`config.mk`:
```
export PLATFORM = sky130hd
export DESIGN_NAME = polarity_order_rev
export DESIGN_NICKNAME = d
export VERILOG_FILES = /design/src/rtl/prt_pkg.sv /design/src/rtl/prt_slot_xform.sv /design/src/rtl/prt_slot_swap.sv /design/src/rtl/polarity_order_rev.sv
export SDC_FILE = /design/constraint.sdc
export NUM_CORES = 1
export LEC_CHECK = 0
export BUFFER_PORTS_ARGS = -buffer_cell sky130_fd_sc_hd__buf_2
export CORE_MARGIN = 2
export CORE_UTILIZATION = 47
export DETAILED_ROUTE_END_ITERATION = 10
export GPL_ROUTABILITY_DRIVEN = 0
export PLACE_DENSITY = 0.72
export SETUP_SLACK_MARGIN = 0.4
export SLEW_MARGIN = 20
export SYNTH_ARGS = -nofsm -noshare
export SYNTH_HDL_FRONTEND = slang
export SYNTH_HIERARCHICAL = 1
export SYNTH_SLANG_ARGS = --single-unit
```
`constraint.sdc`:
```
create_clock -name clk -period 1.4 [get_ports clk]
set_input_delay 0.07 -clock clk [delete_from_list [all_inputs] [get_ports clk]]
set_output_delay 0.07 -clock clk [all_outputs]
set_load 0.01 [all_outputs]
```
`src/rtl/prt_pkg.sv`:
```
package prt_pkg;
  parameter int SLOT_W = 10;
  parameter int BYTE_W = 8;
  localparam int NSLOT  = 2;
  localparam int WORD_W = SLOT_W * NSLOT;
  localparam int SIDE_W = SLOT_W - BYTE_W;

  typedef struct packed {
    logic bypass;
    logic invert;
    logic bitrev;
    logic swap;
    logic byte_mode;
    logic dual;
  } prt_cfg_t;

  function automatic logic [SLOT_W-1:0] active_mask(input logic byte_mode);
    logic [SLOT_W-1:0] m;
    for (int i = 0; i < SLOT_W; i++)
      m[i] = byte_mode ? (i < BYTE_W) : 1'b1;
    return m;
  endfunction
endpackage

```
`src/rtl/prt_slot_xform.sv`:
```
module prt_slot_xform
  import prt_pkg::*;
(
  input  logic [SLOT_W-1:0] slot_in,
  input  logic              do_invert,
  input  logic              do_bitrev,
  input  logic              byte_mode,
  output logic [SLOT_W-1:0] slot_out
);
  logic [SLOT_W-1:0] flipped;
  logic [SLOT_W-1:0] mirrored;

  always_comb begin
    flipped = slot_in ^ (do_invert ? active_mask(byte_mode) : '0);
  end

  genvar k;
  generate
    for (k = 0; k < SLOT_W; k++) begin : g_bit
      if (k < BYTE_W) begin : g_data
        assign mirrored[k] = byte_mode ? flipped[BYTE_W-1-k] : flipped[SLOT_W-1-k];
      end else begin : g_side
        assign mirrored[k] = byte_mode ? flipped[k] : flipped[SLOT_W-1-k];
      end
    end
  endgenerate

  assign slot_out = do_bitrev ? mirrored : flipped;
endmodule

```
`src/rtl/prt_slot_swap.sv`:
```
module prt_slot_swap
  import prt_pkg::*;
(
  input  logic [WORD_W-1:0] word_in,
  input  logic              do_swap,
  output logic [WORD_W-1:0] word_out
);
  logic [WORD_W-1:0] exchanged;

  genvar s;
  generate
    for (s = 0; s < NSLOT; s++) begin : g_slot
      assign exchanged[s*SLOT_W +: SLOT_W] = word_in[(NSLOT-1-s)*SLOT_W +: SLOT_W];
    end
  endgenerate

  assign word_out = do_swap ? exchanged : word_in;
endmodule

```
`src/rtl/polarity_order_rev.sv`:
```
module polarity_order_rev
  import prt_pkg::*;
(
  input  logic              clk,
  input  logic              rst,
  input  logic              in_valid,
  input  logic [WORD_W-1:0] in_data,
  input  logic              cfg_bypass,
  input  logic              cfg_invert,
  input  logic              cfg_bitrev,
  input  logic              cfg_swap,
  input  logic              cfg_byte_mode,
  input  logic              cfg_dual,
  output logic              out_valid,
  output logic [WORD_W-1:0] out_data
);
  prt_cfg_t          cfg;
  logic [WORD_W-1:0] slot_stage;
  logic [WORD_W-1:0] swap_stage;
  logic [WORD_W-1:0] next_data;
  logic              armed;

  assign cfg = '{bypass: cfg_bypass, invert: cfg_invert, bitrev: cfg_bitrev,
                 swap: cfg_swap, byte_mode: cfg_byte_mode, dual: cfg_dual};

  genvar s;
  generate
    for (s = 0; s < NSLOT; s++) begin : g_lane
      logic en;
      if (s == 0) begin : g_base
        assign en = 1'b1;
      end else begin : g_upper
        assign en = cfg.dual;
      end
      prt_slot_xform u_xform (
        .slot_in   (in_data[s*SLOT_W +: SLOT_W]),
        .do_invert (cfg.invert & en),
        .do_bitrev (cfg.bitrev & en),
        .byte_mode (cfg.byte_mode),
        .slot_out  (slot_stage[s*SLOT_W +: SLOT_W])
      );
    end
  endgenerate

  prt_slot_swap u_swap (
    .word_in  (slot_stage),
    .do_swap  (cfg.swap & cfg.dual),
    .word_out (swap_stage)
  );

  assign next_data = cfg.bypass ? in_data : swap_stage;

  always_ff @(posedge clk) begin
    if (rst) begin
      out_valid <= 1'b0;
      out_data  <= '0;
      armed     <= 1'b0;
    end else begin
      out_valid <= in_valid;
      out_data  <= next_data;
      armed     <= 1'b1;
    end
  end

  assert_valid_tracks_R2: assert property (@(posedge clk) disable iff (rst)
    armed |-> out_valid == $past(in_valid));

  assert_bypass_identity_R3: assert property (@(posedge clk) disable iff (rst)
    (armed && $past(cfg_bypass)) |-> out_data == $past(in_data));

  assert_upper_passthru_R9: assert property (@(posedge clk) disable iff (rst)
    (armed && $past(!cfg_bypass && !cfg_dual))
      |-> out_data[WORD_W-1:SLOT_W] == $past(in_data[WORD_W-1:SLOT_W]));

  assert_side_bits_kept_R6: assert property (@(posedge clk) disable iff (rst)
    (armed && $past(!cfg_bypass && cfg_byte_mode && !(cfg_dual && cfg_swap)))
      |-> (out_data[SLOT_W-1:BYTE_W] == $past(in_data[SLOT_W-1:BYTE_W]) &&
           out_data[WORD_W-1:SLOT_W+BYTE_W] == $past(in_data[WORD_W-1:SLOT_W+BYTE_W])));

  assert_slot_exchange_R8: assert property (@(posedge clk) disable iff (rst)
    (armed && $past(!cfg_bypass && cfg_dual && cfg_swap && !cfg_invert && !cfg_bitrev))
      |-> (out_data[SLOT_W-1:0] == $past(in_data[WORD_W-1:SLOT_W]) &&
           out_data[WORD_W-1:SLOT_W] == $past(in_data[SLOT_W-1:0])));
endmodule

```
# Word level (Yosys, flattened, before mapping)
# Index checks and enable logic that the tools add are counted.
totals:
  ff_bits: 21
  inputBits: 29
  out_inout_bits: 21
op_classes:
  n_mux: 27
  n_bitwise: 5
ops:
  columns: ["cell", "count"]
  rows:
  - ["$mux 10", 4]
  - ["$mux 20", 2]
  - ["$mux 1", 21]
  - ["$xor 10x10->10", 2]
  - ["$and 1x1->1", 3]

# Depth between registers and ports, before layout
# Gate-level depths: netlist of the first run.
depth:
  ltp_word: 7
  ltp_mapped: 8
  ltp_nobuf: 7

# Hierarchy
# The synthesis of the first run kept the hierarchy.
by_module_without_submodules:
  columns: ["mod", "instances", "cells_each", "area_per_inst_um2", "seq_area_each_um2"]
  rows:
  - ["polarity_order_rev", 1, 69, 750.7, 420.4]
  - ["prt_slot_xform", 2, 48, 325.3, 0.0]
  - ["prt_slot_swap", 1, 22, 322.8, 0.0]

# Worst setup path after synthesis of the first run
# Ideal clock, no wire load.
synth_path:
  path_type: "input-to-reg"
  from: "input port cfg_bitrev"
  to: "register out_data[18]"
  required_ps: 1272
  arrival_time_ps: 1220
  slack_ps: 53
  stages: 7
  path_buffers: 0
  setup_time_ps: 128
  path_cell_list: "and2_1 > nand2b_1 > mux2_2 > o22a_1 > mux2_4 > mux2i_1 > nor2_1"
synth_via:
  elab_chain_cells: 4
  word_cells_on_any_way: 5
synth_rtl:
  columns: ["item", "line_no", "rtl"]
  rows:
  - ["start: declaration", "polarity_order_rev.sv:10", "input logic cfg_bitrev,"]
  - ["$and 1x1->1", "polarity_order_rev.sv:38", ".do_bitrev (cfg.bitrev & en),"]
  - ["$mux 10", "prt_slot_xform.sv:28", "assign slot_out = do_bitrev ? mirrored : flipped;"]
  - ["net slot_stage[18]", "polarity_order_rev.sv:18", "logic [WORD_W-1:0] slot_stage;"]
  - ["$mux 20", "prt_slot_swap.sv:17", "assign word_out = do_swap ? exchanged : word_in;"]
  - ["net swap_stage[18]", "polarity_order_rev.sv:19", "logic [WORD_W-1:0] swap_stage;"]
  - ["$mux 20", "polarity_order_rev.sv:51", "assign next_data = cfg.bypass ? in_data : swap_stage;"]
  - ["end signal: assignment", "polarity_order_rev.sv:60", "out_data <= next_data;"]
  - ["end: declaration", "polarity_order_rev.sv:15", "output logic [WORD_W-1:0] out_data"]
# The timed path passes the listed nets, and every way through them passes these cells.
# A chain may end at the register's enable or synchronous reset.

# Worst setup path after layout of the first run
layout_path:
  from: "input port cfg_dual"
  to: "register out_data[8]"
layout_via:
  elab_chain_cells: 7
  word_cells_on_any_way: 9
layout_rtl:
  columns: ["item", "line_no", "rtl"]
  rows:
  - ["start: declaration", "polarity_order_rev.sv:13", "input logic cfg_dual,"]
  - ["$and 1x1->1", "polarity_order_rev.sv:37", ".do_invert (cfg.invert & en),"]
  - ["$mux 10", "prt_slot_xform.sv:14", "flipped = slot_in ^ (do_invert ? active_mask(byte_mode) : '0);"]
  - ["$xor 10x10->10", "prt_slot_xform.sv:14", null]
  - ["$mux 1", "prt_slot_xform.sv:23", "assign mirrored[k] = byte_mode ? flipped[k] : flipped[SLOT_W-1-k];"]
  - ["$mux 10 (*)", "prt_slot_xform.sv:28", null]
  - ["net slot_stage[18]", "polarity_order_rev.sv:18", null]
  - ["$mux 20 (*)", "prt_slot_swap.sv:17", null]
  - ["net swap_stage[8]", "polarity_order_rev.sv:19", null]
  - ["$mux 20 (*)", "polarity_order_rev.sv:51", null]
# Mark *: on every way through the listed nets, which the timed path passes. The rest lies on a longest branch.

==> run metrics, run 1 <==
Root Driver clkbuf_8; Seq cells post-synth 21; total wire length 3740 um; Mean Syn Cell Area 9.22 sq um; CP arrival 1370 ps; fillcell total 312; clk sinks 21; post-synth top area share 24.4%; final core area utilization 61.5%; die width 64.6 um; DP Cell Count 285; leading cell types by count after synthesis mux2i_1, nor2_1, dfxtp_1; outcome complete, no violations; Worst Hold Class primary input to flip-flop; largest net degree at the start of global routing 22; initial DRC count 43; via count 1483; power density over the cells 801 nW/um^2; TritonCTS buffer count 3; Worst slew margin 73.4%; total of max-cap violations 0; Buf+Inv Stages, Crit Path 1; setup_tns 0 ps; DP HPWL 2720 um; Final min period 1240 ps; hold path depth 2; number of diodes 0; final instance area 2220 sq um; area leader, netlist dfxtp_1; total track usage 17.4%; CP endpoint kind flip-flop; synth top area cells dfxtp_1, mux2i_1, mux2_4; Setup CP Type primary input to flip-flop; DRT antenna net count 0; Final WS setup 165 ps; largest fanout on the critical path 3; fin crit share 88.2%; drt drc 0; vias in the first global route 1254; Cells after Synth 187; Setup Viol. Count Final 0; Critical Path Source cfg_dual; CP delay by family, top multiplexers; row count 22; clock-pin transition on the worst setup and hold timing paths 70 ps; I/O Buffers 49; startpoint types primary input; WP data required 1540 ps; Non-Filler Instances 290; sequential area share after synthesis 24.4%; final hold slack 35.2 ps; start point of the worst hold path in_valid; Post-synth EDFFs 0; first-pass GRT wire length 5590 um; Peak Freq 810 MHz; Slowest Stage Delay on Critical Path 290 ps; CP max stage cell mux2_4; wire per inst 12.9 um; most frequent cell on the critical path mux2_4; synth warn 6; Placed Area 2080 sq um; syn_nets 216; max-slew violation count 0; VDD IR max 0.377 mV; share of layout cells above drive strength 1 42.6%; area of the core 3610 sq um; synthesized area 1720 sq um; Area growth, synth to finish 28.7%; pre-CTS setup slack -225 ps; overall power 1.78 mW; final count of hold timing violations 0; dominant synthesized flop cell dfxtp_1; worst-path cell chain buf_6, and2_4, nand2b_4, mux2_4, o22a_1, mux2_4, mux2i_1, nor2_1; Die Footprint 4170 sq um; gr ovfl total 0; Sequential cell area 420 sq um; Bufs on Longest Clock Path 2; TritonCTS clock tree built; Boundary Pins 50; H-tree levels 1; footprint of the multi-input gates 1250 sq um; Die Y 64.6 um; Synth cell types 21; vias per cell 5.11; antenna violations before repair 0; Starting Density 47.8%; RSZ-0062 raised after global routing yes; Post-CTS Hold Buffers 0; asr flop ratio synth 0%; Levels on crit path 8; leak pwr 1.13 nW; 1st-pass router iterations 4; Slew @ Worst Pin 399 ps; Final Net Count 272
==> final timing paths <==
kind | end | slack, ps
max | out_data[8] | 160
min | out_valid | 40
==> registers in the layout, summed over array words and instances, names as in the netlist <==
register,cells
out_valid,1
out_data,20
==> power by group <==
part	internal [mW]	switching (mW)	total (mW)
Combinational	0.383	0.332	0.716
Sequential	0.652	0.0117	0.664
Clock	0.203	0.194	0.397
Total	1.24	0.538	1.78
==> kinds of logic after synthesis <==
logic type / share of synthesized area (%)
buffers and inverters: 6.53
and+or+nand+nor: 11.6
DFF: 24.4
xor gates and xnor gates: 9.14
muxes: 39.6
AOI/OAI and AO/OA: 8.71
==> cell type report <==
class / count / share of cell area [%]
Clock buffer: 4 / 2.03
Inverter: 2 / 0.338
Multi-Input combinational cell: 150 / 56.5
Sequential cell: 21 / 19.0
Tap cell: 48 / 2.71
Timing Repair Buffer: 65 / 19.5
==> cells in the final DEF, fill, tap and decap left out, types with 2 or more instances in the layout <==
cell type and n:
buf_2 45, inv_1 2, dfxtp_1 21, buf_6 3, xor2_1 16, and2_4 2
buf_4 13, nor2_2 5, a31oi_1 2, nor2_1 30, mux2_4 21, clkbuf_8 3
buf_12 3, o22a_1 2, mux2i_1 36, nand2_1 3, and2_1 2, a21oi_1 18
==> timing repair <==
item | in CTS | in global routing
pin swaps | 2 | 5
buffers inserted | 0 | 1
resized for setup | 8 | 11
endpoints found under the setup margin | 20 | 20
==> per-layer routing <==
layer	wire length, um	share of wire, %	global-route usage (%)	vias to the layer above
met1	1670	45	20.6	688
li1	-	-	-	751
met4	93	2.5	11.2	0
met5	0	0	0	-
met2	1840	49	30.1	37
met3	136	3.6	1.39	7
(Power assumes the default switching activity.)
==> run 2: changes to the inputs <==
- CORE_ASPECT_RATIO: not set -> 1.75
==> run 2 against run 1 <==
Final area grew 3.4%. Non-clock buffer count up 3. Power increased by 2.6%. Maximum frequency up 1.5%. Final cell count rose by 0.34%. Die area up 0.46%. Sequential share of layout area shrank 0.62 points. Setup slack improved by 19 ps. Largest cell class unchanged.
==> run metrics, run 2 (synthesized netlist as in run 1, its figures left out) <==
outcome complete, no violations; Setup CP Type primary input to flip-flop; fin crit share 86.9%; WP data required 1540 ps; Die Y 84.1 um; vias in the first global route 1460; final core area utilization 64.5%; DP HPWL 3280 um; final count of hold timing violations 0; Post-CTS Hold Buffers 0; VDD IR max 0.417 mV; TritonCTS clock tree built; leak pwr 1.17 nW; vias per cell 5.19; Worst slew margin 74.5%; Area growth, synth to finish 33.0%; M3 GR Usage 1.61%; wire per inst 14.6 um; Bufs on Longest Clock Path 2; Setup Viol. Count Final 0; max-slew violation count 0; Boundary Pins 50; Reg with most FFs out_data; startpoint types primary input; total wire length 4240 um; power density over the cells 795 nW/um^2; DRT antenna net count 0; die width 49.8 um; H-tree levels 1; final hold slack 27.4 ps; Starting Density 48.5%; share of layout cells above drive strength 1 45.3%; gr ovfl total 0; clock-pin transition on the worst setup and hold timing paths 70 ps; Top Registers out_data: 20 flops, out_valid: 1 flops; most common cell after layout, fill and taps aside buf_2; Worst Hold Class primary input to flip-flop; Peak Freq 822 MHz; drt drc 0; number of diodes 0; RSZ-0062 raised after global routing yes; clk sinks 21; antenna violations before repair 0; I/O Buffers 49; largest fanout on the critical path 12; most frequent cells in the layout buf_2, mux2i_1, nor2_1; CP endpoint kind flip-flop; TritonCTS buffer count 3; max reg flops 20; met1 layer usage reported by global route 19.0%; initial DRC count 26; via count 1511; total track usage 20.1%; Die Footprint 4190 sq um; area of the core 3560 sq um; Final Net Count 275; Root Driver clkbuf_8; Slew @ Worst Pin 382 ps; row count 29; Final min period 1220 ps; met2 usage 39.8%; CP arrival 1360 ps; 1st-pass router iterations 4; total of max-cap violations 0; GRT Max-Usage Layer met2; largest net degree at the start of global routing 22; first-pass GRT wire length 6470 um
-- run 2: repair_timing --
action                                  in CTS  in global routing
gates cloned                                 0                  0
gates resized for setup                     23                  7
endpoints found under the setup margin      20                 20
pin swaps                                    6                  3
buffers inserted                             0                  1
-- run 2: path summary, 6_finish.rpt --
kind / cells after the start / slack (ps) / start / end
setup / recovery: 9 / 180 / cfg_dual / out_data[13]
hold / removal: 2 / 30 / in_valid / out_valid
-- run 2: report_power, final --
group	switching, mW	total (mW)	leakage [nW]	internal [mW]
clock	0.193	0.396	0.0228	0.203
sequential	0.0118	0.664	0.175	0.652
combinational	0.361	0.764	0.975	0.404
total	0.565	1.82	1.17	1.26
-- run 2: layout make-up --
type	instances	area [sq um]
Inverter	2	7.51
Sequential cell	21	420
Fill cell	335	1260
Multi-Input combinational cell	150	1290
Tap cell	46	57.6
Clock buffer	4	45.0
Timing Repair Buffer	68	474
-- run 2: critical path, stage by stage --
cell and delay (ps):
buf_6 90, and2_4 170, buf_4 180, nor2_2 130, a21oi_2 50, xor2_1 180, mux2_4 300, mux2i_1 130
nor2_1 50
-- run 2: stage by stage --
| stage | cells | setup TNS [ps] | worst slack [ps] | power [mW] | area [sq um] |
|---|---|---|---|---|---|
| after global routing | 291 | 0 | 129 | 1.92 | 2290 |
| after floorplan | 187 | 0 | 69.5 | 1.16 | 1740 |
| after detailed placement | 286 | -3660 | -229 | 1.39 | 2120 |
| after global placement | 286 | -3370 | -236 | 1.38 | 2120 |
| after CTS | 290 | 0 | 185 | 1.81 | 2260 |
| final | 291 | 0 | 183 | 1.82 | 2290 |
-- run 2: routing by layer --
metal / vias to the layer above / routed length (um)
met5: - / 0
met4: 0 / 174
li1: 758 / -
met2: 39 / 2380
met1: 700 / 1530
met3: 14 / 158
